==> src/rtl/dpot_pkg.sv <==
// Shared opcode encoding for the potentiometer controller.
package dpot_pkg;
    typedef enum logic [2:0] {
        OP_NOP           = 3'd0,
        OP_RD_WIPER      = 3'd1,
        OP_WR_WIPER      = 3'd2,
        OP_RD_BANK       = 3'd3,
        OP_WR_BANK       = 3'd4,
        OP_BANK_TO_WIPER = 3'd5,
        OP_WIPER_TO_BANK = 3'd6,
        OP_RD_STATUS     = 3'd7
    } op_e;
endpackage

==> src/rtl/dpot_lockout.sv <==
// Power-up lockout: counts cycles since reset release and opens the read
// window after RD_LOCK_CYC and the write window after WR_LOCK_CYC.
// Assumes WR_LOCK_CYC >= RD_LOCK_CYC.
module dpot_lockout #(
    parameter int RD_LOCK_CYC = 100,
    parameter int WR_LOCK_CYC = 5000
) (
    input  logic clk,
    input  logic rst_n,
    output logic rd_ok_o,
    output logic wr_ok_o
);
    localparam int CW = $clog2(WR_LOCK_CYC + 2);

    logic [CW-1:0] age_q;

    // Saturating age counter since reset release.
    always_ff @(posedge clk) begin
        if (!rst_n)                        age_q <= '0;
        else if (32'(age_q) < WR_LOCK_CYC) age_q <= age_q + 1'b1;
    end

    assign rd_ok_o = (32'(age_q) >= RD_LOCK_CYC);
    assign wr_ok_o = (32'(age_q) >= WR_LOCK_CYC);


    wr_implies_rd_chk: assert property (@(posedge clk) disable iff (!rst_n)
        wr_ok_o |-> rd_ok_o);

    rd_window_stays_chk: assert property (@(posedge clk) disable iff (!rst_n)
        rd_ok_o |=> rd_ok_o);
endmodule

==> src/rtl/dpot_nvtimer.sv <==
// Non-volatile write busy timer: after a start pulse, busy_o is high for
// exactly NV_WR_CYC cycles. Assumes no start while busy.
module dpot_nvtimer #(
    parameter int NV_WR_CYC = 10000
) (
    input  logic clk,
    input  logic rst_n,
    input  logic start_i,
    output logic busy_o
);
    localparam int CW = $clog2(NV_WR_CYC + 1);

    logic [CW-1:0] left_q;
    logic          busy_q;

    // Load the busy window on start, count down, drop busy at zero.
    always_ff @(posedge clk) begin
        if (!rst_n) begin
            busy_q <= 1'b0;
            left_q <= '0;
        end else if (start_i) begin
            busy_q <= 1'b1;
            left_q <= CW'(NV_WR_CYC - 1);
        end else if (busy_q) begin
            if (left_q == '0) busy_q <= 1'b0;
            else              left_q <= left_q - 1'b1;
        end
    end

    assign busy_o = busy_q;


    busy_after_start_chk: assert property (@(posedge clk) disable iff (!rst_n)
        start_i |=> busy_o);

    no_restart_chk: assert property (@(posedge clk) disable iff (!rst_n)
        busy_o |-> !start_i);
endmodule

==> src/rtl/dpot_tapdec.sv <==
// Registered one-hot decode of the wiper position onto the tap switches.
// Assumes reset is held long enough for the wiper to be defined.
module dpot_tapdec #(
    parameter int NUM_TAPS = 1024,
    localparam int PW      = $clog2(NUM_TAPS)
) (
    input  logic                clk,
    input  logic                rst_n,
    input  logic [PW-1:0]       wiper_i,
    output logic [NUM_TAPS-1:0] tap_o
);
    logic [NUM_TAPS-1:0] hit;
    logic [NUM_TAPS-1:0] tap_q;

    for (genvar t = 0; t < NUM_TAPS; t++) begin : g_tap
        assign hit[t] = (wiper_i == PW'(t));
    end

    // Register the decode so switches change one cycle after the wiper.
    always_ff @(posedge clk) begin
        tap_q <= hit;
    end

    assign tap_o = tap_q;


    tap_follows_wiper_chk: assert property (@(posedge clk) disable iff (!rst_n)
        tap_o == (NUM_TAPS'(1) << $past(wiper_i)));

    tap_onehot_chk: assert property (@(posedge clk) disable iff (!rst_n)
        $countones(tap_o) == 1);
endmodule

==> src/rtl/dpot_ctrl.sv <==
// Potentiometer control core: command decode, volatile wiper, bank of
// storage registers that survive reset, busy timer, power-up lockout and
// tap decode. The bank keeps its contents across rst_n (non-volatile model).
module dpot_ctrl #(
    parameter int NUM_TAPS    = 1024,
    parameter int NUM_BANKS   = 4,
    parameter int BANK_INIT   = 0,
    parameter int NV_WR_CYC   = 10000,
    parameter int RD_LOCK_CYC = 100,
    parameter int WR_LOCK_CYC = 5000,
    localparam int PW         = $clog2(NUM_TAPS),
    localparam int SW         = $clog2(NUM_BANKS)
) (
    input  logic                clk,
    input  logic                rst_n,
    input  logic                cmd_valid,
    input  logic [2:0]          cmd_op,
    input  logic [SW-1:0]       cmd_sel,
    input  logic [PW-1:0]       cmd_wdata,
    output logic                rd_valid,
    output logic [PW-1:0]       rd_data,
    output logic                cmd_reject,
    output logic                wip,
    output logic [PW-1:0]       wiper_pos,
    output logic [NUM_TAPS-1:0] tap_sel
);
    import dpot_pkg::*;

    op_e         op;
    logic        rd_ok, wr_ok;
    logic        is_rd, is_wr, needs_idle, allowed, accept, nv_start;
    logic [PW-1:0] wiper_q, rdat_d;
    logic        rvalid_q, rej_q;
    logic [PW-1:0] rdata_q;
    logic [PW-1:0] bank_q [NUM_BANKS] = '{default: PW'(BANK_INIT)};

    dpot_lockout #(.RD_LOCK_CYC(RD_LOCK_CYC), .WR_LOCK_CYC(WR_LOCK_CYC)) u_lock (
        .clk(clk), .rst_n(rst_n), .rd_ok_o(rd_ok), .wr_ok_o(wr_ok));

    dpot_nvtimer #(.NV_WR_CYC(NV_WR_CYC)) u_nv (
        .clk(clk), .rst_n(rst_n), .start_i(nv_start), .busy_o(wip));

    dpot_tapdec #(.NUM_TAPS(NUM_TAPS)) u_dec (
        .clk(clk), .rst_n(rst_n), .wiper_i(wiper_q), .tap_o(tap_sel));

    // Classify the opcode and decide whether the command may run now.
    always_comb begin
        op         = op_e'(cmd_op);
        is_rd      = (op == OP_RD_WIPER) || (op == OP_RD_BANK) || (op == OP_RD_STATUS);
        is_wr      = (op != OP_NOP) && !is_rd;
        needs_idle = (op == OP_RD_BANK) || (op == OP_WR_BANK) ||
                     (op == OP_BANK_TO_WIPER) || (op == OP_WIPER_TO_BANK);
        allowed    = ((is_rd && rd_ok) || (is_wr && wr_ok)) && !(needs_idle && wip);
        accept     = cmd_valid && (op != OP_NOP) && allowed;
        nv_start   = accept && ((op == OP_WR_BANK) || (op == OP_WIPER_TO_BANK));
        case (op)
            OP_RD_BANK:   rdat_d = bank_q[cmd_sel];
            OP_RD_STATUS: rdat_d = PW'(wip);
            default:      rdat_d = wiper_q;
        endcase
    end

    // Bank storage: written only by accepted bank-modifying commands.
    always_ff @(posedge clk) begin
        if (rst_n && nv_start)
            bank_q[cmd_sel] <= (op == OP_WR_BANK) ? cmd_wdata : wiper_q;
    end

    // Wiper register with power-up recall of bank entry 0.
    always_ff @(posedge clk) begin
        if (!rst_n)
            wiper_q <= bank_q[0];
        else if (accept && op == OP_WR_WIPER)
            wiper_q <= cmd_wdata;
        else if (accept && op == OP_BANK_TO_WIPER)
            wiper_q <= bank_q[cmd_sel];
    end

    // Response registers: read strobe, read data and reject pulse.
    always_ff @(posedge clk) begin
        if (!rst_n) begin
            rvalid_q <= 1'b0;
            rej_q    <= 1'b0;
            rdata_q  <= '0;
        end else begin
            rvalid_q <= accept && is_rd;
            rej_q    <= cmd_valid && (op != OP_NOP) && !allowed;
            if (accept && is_rd) rdata_q <= rdat_d;
        end
    end

    assign rd_valid   = rvalid_q;
    assign rd_data    = rdata_q;
    assign cmd_reject = rej_q;
    assign wiper_pos  = wiper_q;


    excl_resp_chk: assert property (@(posedge clk) disable iff (!rst_n)
        !(rd_valid && cmd_reject));

    busy_reject_chk: assert property (@(posedge clk) disable iff (!rst_n)
        (wip && cmd_valid && cmd_op == 3'd4) |=> cmd_reject);

    wr_wiper_chk: assert property (@(posedge clk) disable iff (!rst_n)
        (cmd_valid && cmd_op == 3'd2) |=> (cmd_reject || wiper_pos == $past(cmd_wdata)));

    reject_quiet_chk: assert property (@(posedge clk) disable iff (!rst_n)
        cmd_reject |-> !rd_valid && !$past(cmd_op == 3'd0));
endmodule

==> config.mk <==
export PLATFORM = sky130hd
export DESIGN_NAME = dpot_ctrl
export DESIGN_NICKNAME = d
export VERILOG_FILES = /design/src/rtl/dpot_pkg.sv /design/src/rtl/dpot_lockout.sv /design/src/rtl/dpot_nvtimer.sv /design/src/rtl/dpot_tapdec.sv /design/src/rtl/dpot_ctrl.sv
export SDC_FILE = /design/constraint.sdc
export NUM_CORES = 1
export LEC_CHECK = 0
export ABC_AREA = 1
export BUFFER_PORTS_ARGS = -buffer_cell sky130_fd_sc_hd__clkbuf_2
export CAP_MARGIN = 15
export CORE_AREA = 2 2 420 422
export CTS_BUF_LIST = sky130_fd_sc_hd__clkbuf_2
export CTS_CLUSTER_SIZE = 30
export DETAILED_ROUTE_END_ITERATION = 8
export DIE_AREA = 0 0 422 424
export GPL_TIMING_DRIVEN = 0
export HOLD_SLACK_MARGIN = 0.03
export PLACE_DENSITY = 0.36
export REMOVE_ABC_BUFFERS = 1
export SYNTH_ARGS = -nofsm -noshare
export SYNTH_HDL_FRONTEND = slang
export SYNTH_SLANG_ARGS = --single-unit
==> constraint.sdc <==
create_clock -name clk -period 2.8 [get_ports clk]
set_input_delay 0.28 -clock clk [delete_from_list [all_inputs] [get_ports clk]]
set_output_delay 0.28 -clock clk [all_outputs]
set_load 0.005 [all_outputs]
==> results.sh <==
export IMPL_status="finished clean"
export IMPL_die_h_um=424
export IMPL_drv_slew=0
export IMPL_post_route_drc_count=0
export IMPL_crit_fanout=58
export IMPL_drt_iter0_markers=1282
export IMPL_ir_drop_mv=0.400
export IMPL_cts_root_buf="clkbuf_2"
export IMPL_syn_to_final_growth_pct=47.6
export IMPL_cts_buffers_inserted=323
export IMPL_finClkSkew_ns=0.108
export IMPL_power_leakage_nw=20.2
export IMPL_clock_path_buffers=4
export IMPL_path_clk_slew_ns=0.11
export IMPL_synth_edff_count=50
export IMPL_multi_input_area_sq_um=7060
export IMPL_drive_above_1_share_pct=42.9
export IMPL_synthCells=3061
export IMPL_port_buffer_count=1064
export IMPL_grt_pass1_wl_um=215000
export IMPL_detail_route_wl_per_cell_um=23.0
export IMPL_ys_ff_latch=1114
export IMPL_clk_latency_ns=1.84
export IMPL_crit_type="flip-flop to flip-flop"
export IMPL_vias_per_cell=3.73
export IMPL_die_w_um=422
export IMPL_wl_um=161000
export IMPL_crit_arrival_ns=4.38
export IMPL_place_gp_congestion=0.810
export IMPL_critPathCaptureType="flip-flop"
export IMPL_place_hpwl_um=117000
export IMPL_maxCapViolCount=0
export IMPL_clock_fmax_mhz=362
export IMPL_start_util_pct=17.5
export IMPL_grt_usage_pct=17.3
export IMPL_dpl_instance_area_sq_um=39500
export IMPL_antenna_found_initial=9
export IMPL_worst_slew_pin_slew_ns=1.30
export IMPL_synth_async_reset_ratio_pct=0
export IMPL_vias=26000
export IMPL_setup_viol=0
export IMPL_grt_pass1_vias=26100
export IMPL_dieArea_sq_um=179000
export IMPL_hold_viol_final=0
export IMPL_htreeDepth=5
export IMPL_yosysSeqAreaShare_pct=74.6
export IMPL_ys_warn_count=0
export IMPL_rsz0062_at_grt="true"
export IMPL_fin_crit_sh_pct=98.7
export IMPL_io_pins=1065
export IMPL_period_needed_ns=2.76
export IMPL_core_area_sq_um=175000
export IMPL_grt_max_degree=65
export IMPL_ys_flop_type="dfxtp_1"
export IMPL_cp_cell_sequence="buf_4, buf_4, inv_1, nand2_4, buf_16, buf_16, nor2_1"
export IMPL_cellPowerDensity_nw_per_um2=640
export IMPL_slew_headroom_pct=13.4
export IMPL_crit_required_ns=4.41
export IMPL_syn_area_per_cell_sq_um=9.98
export IMPL_placementRows=154
export IMPL_globalRouteOverflowTotal=0
export IMPL_critPathLaunchType="flip-flop"
export IMPL_holdWs_ns=0.389
export IMPL_holdCritPathClass="input pin to flip-flop"
export IMPL_syn_area_sq_um=30600
export IMPL_slowest_delay_ns=0.43
export IMPL_antenna_left=0
export IMPL_power_mw=28.9
export IMPL_netlist_cell_type_count=34
export IMPL_drt_pass1_iterations=5
export IMPL_cts_tree="built"
export IMPL_final_net_count=4448
export IMPL_clock_sinks=1114
export IMPL_fill_cells=19300
export IMPL_final_area_sq_um=45100
export IMPL_ff_latch_area_sq_um=23200
export IMPL_slowest_stage="nand2_4"
[cell families (layout without fill, tap and decap cells)]
kind of cell	after synthesis	in the layout	share of synthesized area, %
simple gates	1633	1633	20.7
flops	1114	1114	74.6
buf+inv	238	1802	3.10
compound gates	65	65	1.22
xor+xnor	7	7	0.201
fa+ha+maj	4	4	0.164
other cells	0	16	0
[power breakdown]
part           total, mW  switching, mW  internal, mW
Combinational       1.16          0.853         0.311
Sequential          16.0         0.0171          16.0
Clock               11.7           7.08          4.64
Total               28.9           7.95          20.9
[final timing paths]
check,cells after the start,slack (ns),start,endpoint
setup / recovery,7,0.04,wiper_pos[9],u_dec.tap_o[12]
hold / removal,8,0.39,cmd_op[0],cmd_reject
setup reg to reg,7,0.04,wiper_pos[9],u_dec.tap_o[12]
hold reg to reg,1,0.48,u_lock.age_q[0],u_lock.age_q[0]
[sequential cells by signal, indices dropped and copies added, names as in the netlist]
signal and flops:
u_dec.tap_o 1024, bank_q 40, u_nv.left_q 14, u_lock.age_q 13
rd_data 10, wiper_pos 10, cmd_reject 1, rd_valid 1
u_nv.busy_o 1
[per-stage QoR]
step / utilization [%] / setup slack (ns) / setup TNS [ns] / std cells
2_1_floorplan: - / -2.07 / -2088.87 / 2901
3_3_place_gp: 21.8 / -10.34 / -7496.98 / 6305
3_5_place_dp: 22.6 / -0.437 / -5.28 / 6350
4_1_cts: 25.5 / -0.249 / -41.13 / 6961
5_1_grt: 25.8 / -0.211 / -24.94 / 6979
6_report: 25.8 / 0.0375 / 0 / 6981
[worst max-delay path: cells and delay by family (launching register included)]
family                 cells  cell delay [ns]
buffers and inverters      5             1.17
and+or+nand+nor            2             0.81
DFF                        1             0.42
[cell usage in the layout (no fill, tap or decap), types with 11 or more instances in the layout]
cell / n
o21ai_0: 25
dfxtp_1: 771
dlygate4sd3_1: 52
nand2_1: 427
nor2_1: 1083
clkinv_1: 49
nor2_4: 30
buf_4: 32
buf_12: 20
dfxtp_4: 18
buf_6: 48
inv_1: 72
buf_16: 26
clkbuf_8: 129
edfxtp_1: 50
nand4_1: 20
nand3_1: 33
nor2_2: 11
clkbuf_2: 1310
a21oi_1: 18
diode_2: 16
dfxtp_2: 275
buf_2: 23
buf_8: 24
[cells in the mapped netlist, types with 6 or more instances]
master    instances  area share [%]
nand4_1          20            0.41
edfxtp_1         50             4.9
buf_2            34            0.56
a22oi_1           6            0.15
clkbuf_1        108             1.3
o21ai_0          25            0.41
nor2_1         1117              14
nand2_1         431             5.3
nand2_2           9            0.18
inv_1            72            0.88
nand3_1          34            0.56
buf_1            16            0.20
nor3_1           11            0.18
dfxtp_1        1064              70
a21oi_1          18            0.29
[metal layers]
metal | GRT usage, % | part of all wire, %
met2 | 30.3 | 51
met4 | 5.57 | 2.6
met1 | 19.8 | 40
met3 | 5.85 | 7.0
met5 | 0 | 0.0081
[cell type report]
cell class	instances	area share [%]
antenna	16	0.0888
tap	2340	6.49
clock buffer	465	5.16
clock inverter	59	0.685
multi-input combinational	1709	15.7
sequential	1114	51.5
timing repair buffer	1200	19.8
inverter	78	0.649
[timing repair]
item / CTS / global route
hold buffers: 53 / 0
resized for setup: 454 / 189
endpoints found under the hold margin: 136 / 0
pin swaps: 5 / 2
buffers inserted: 34 / 3
endpoints found under the setup margin: 888 / 143
Note: power is estimated with default switching activity, not from simulation.
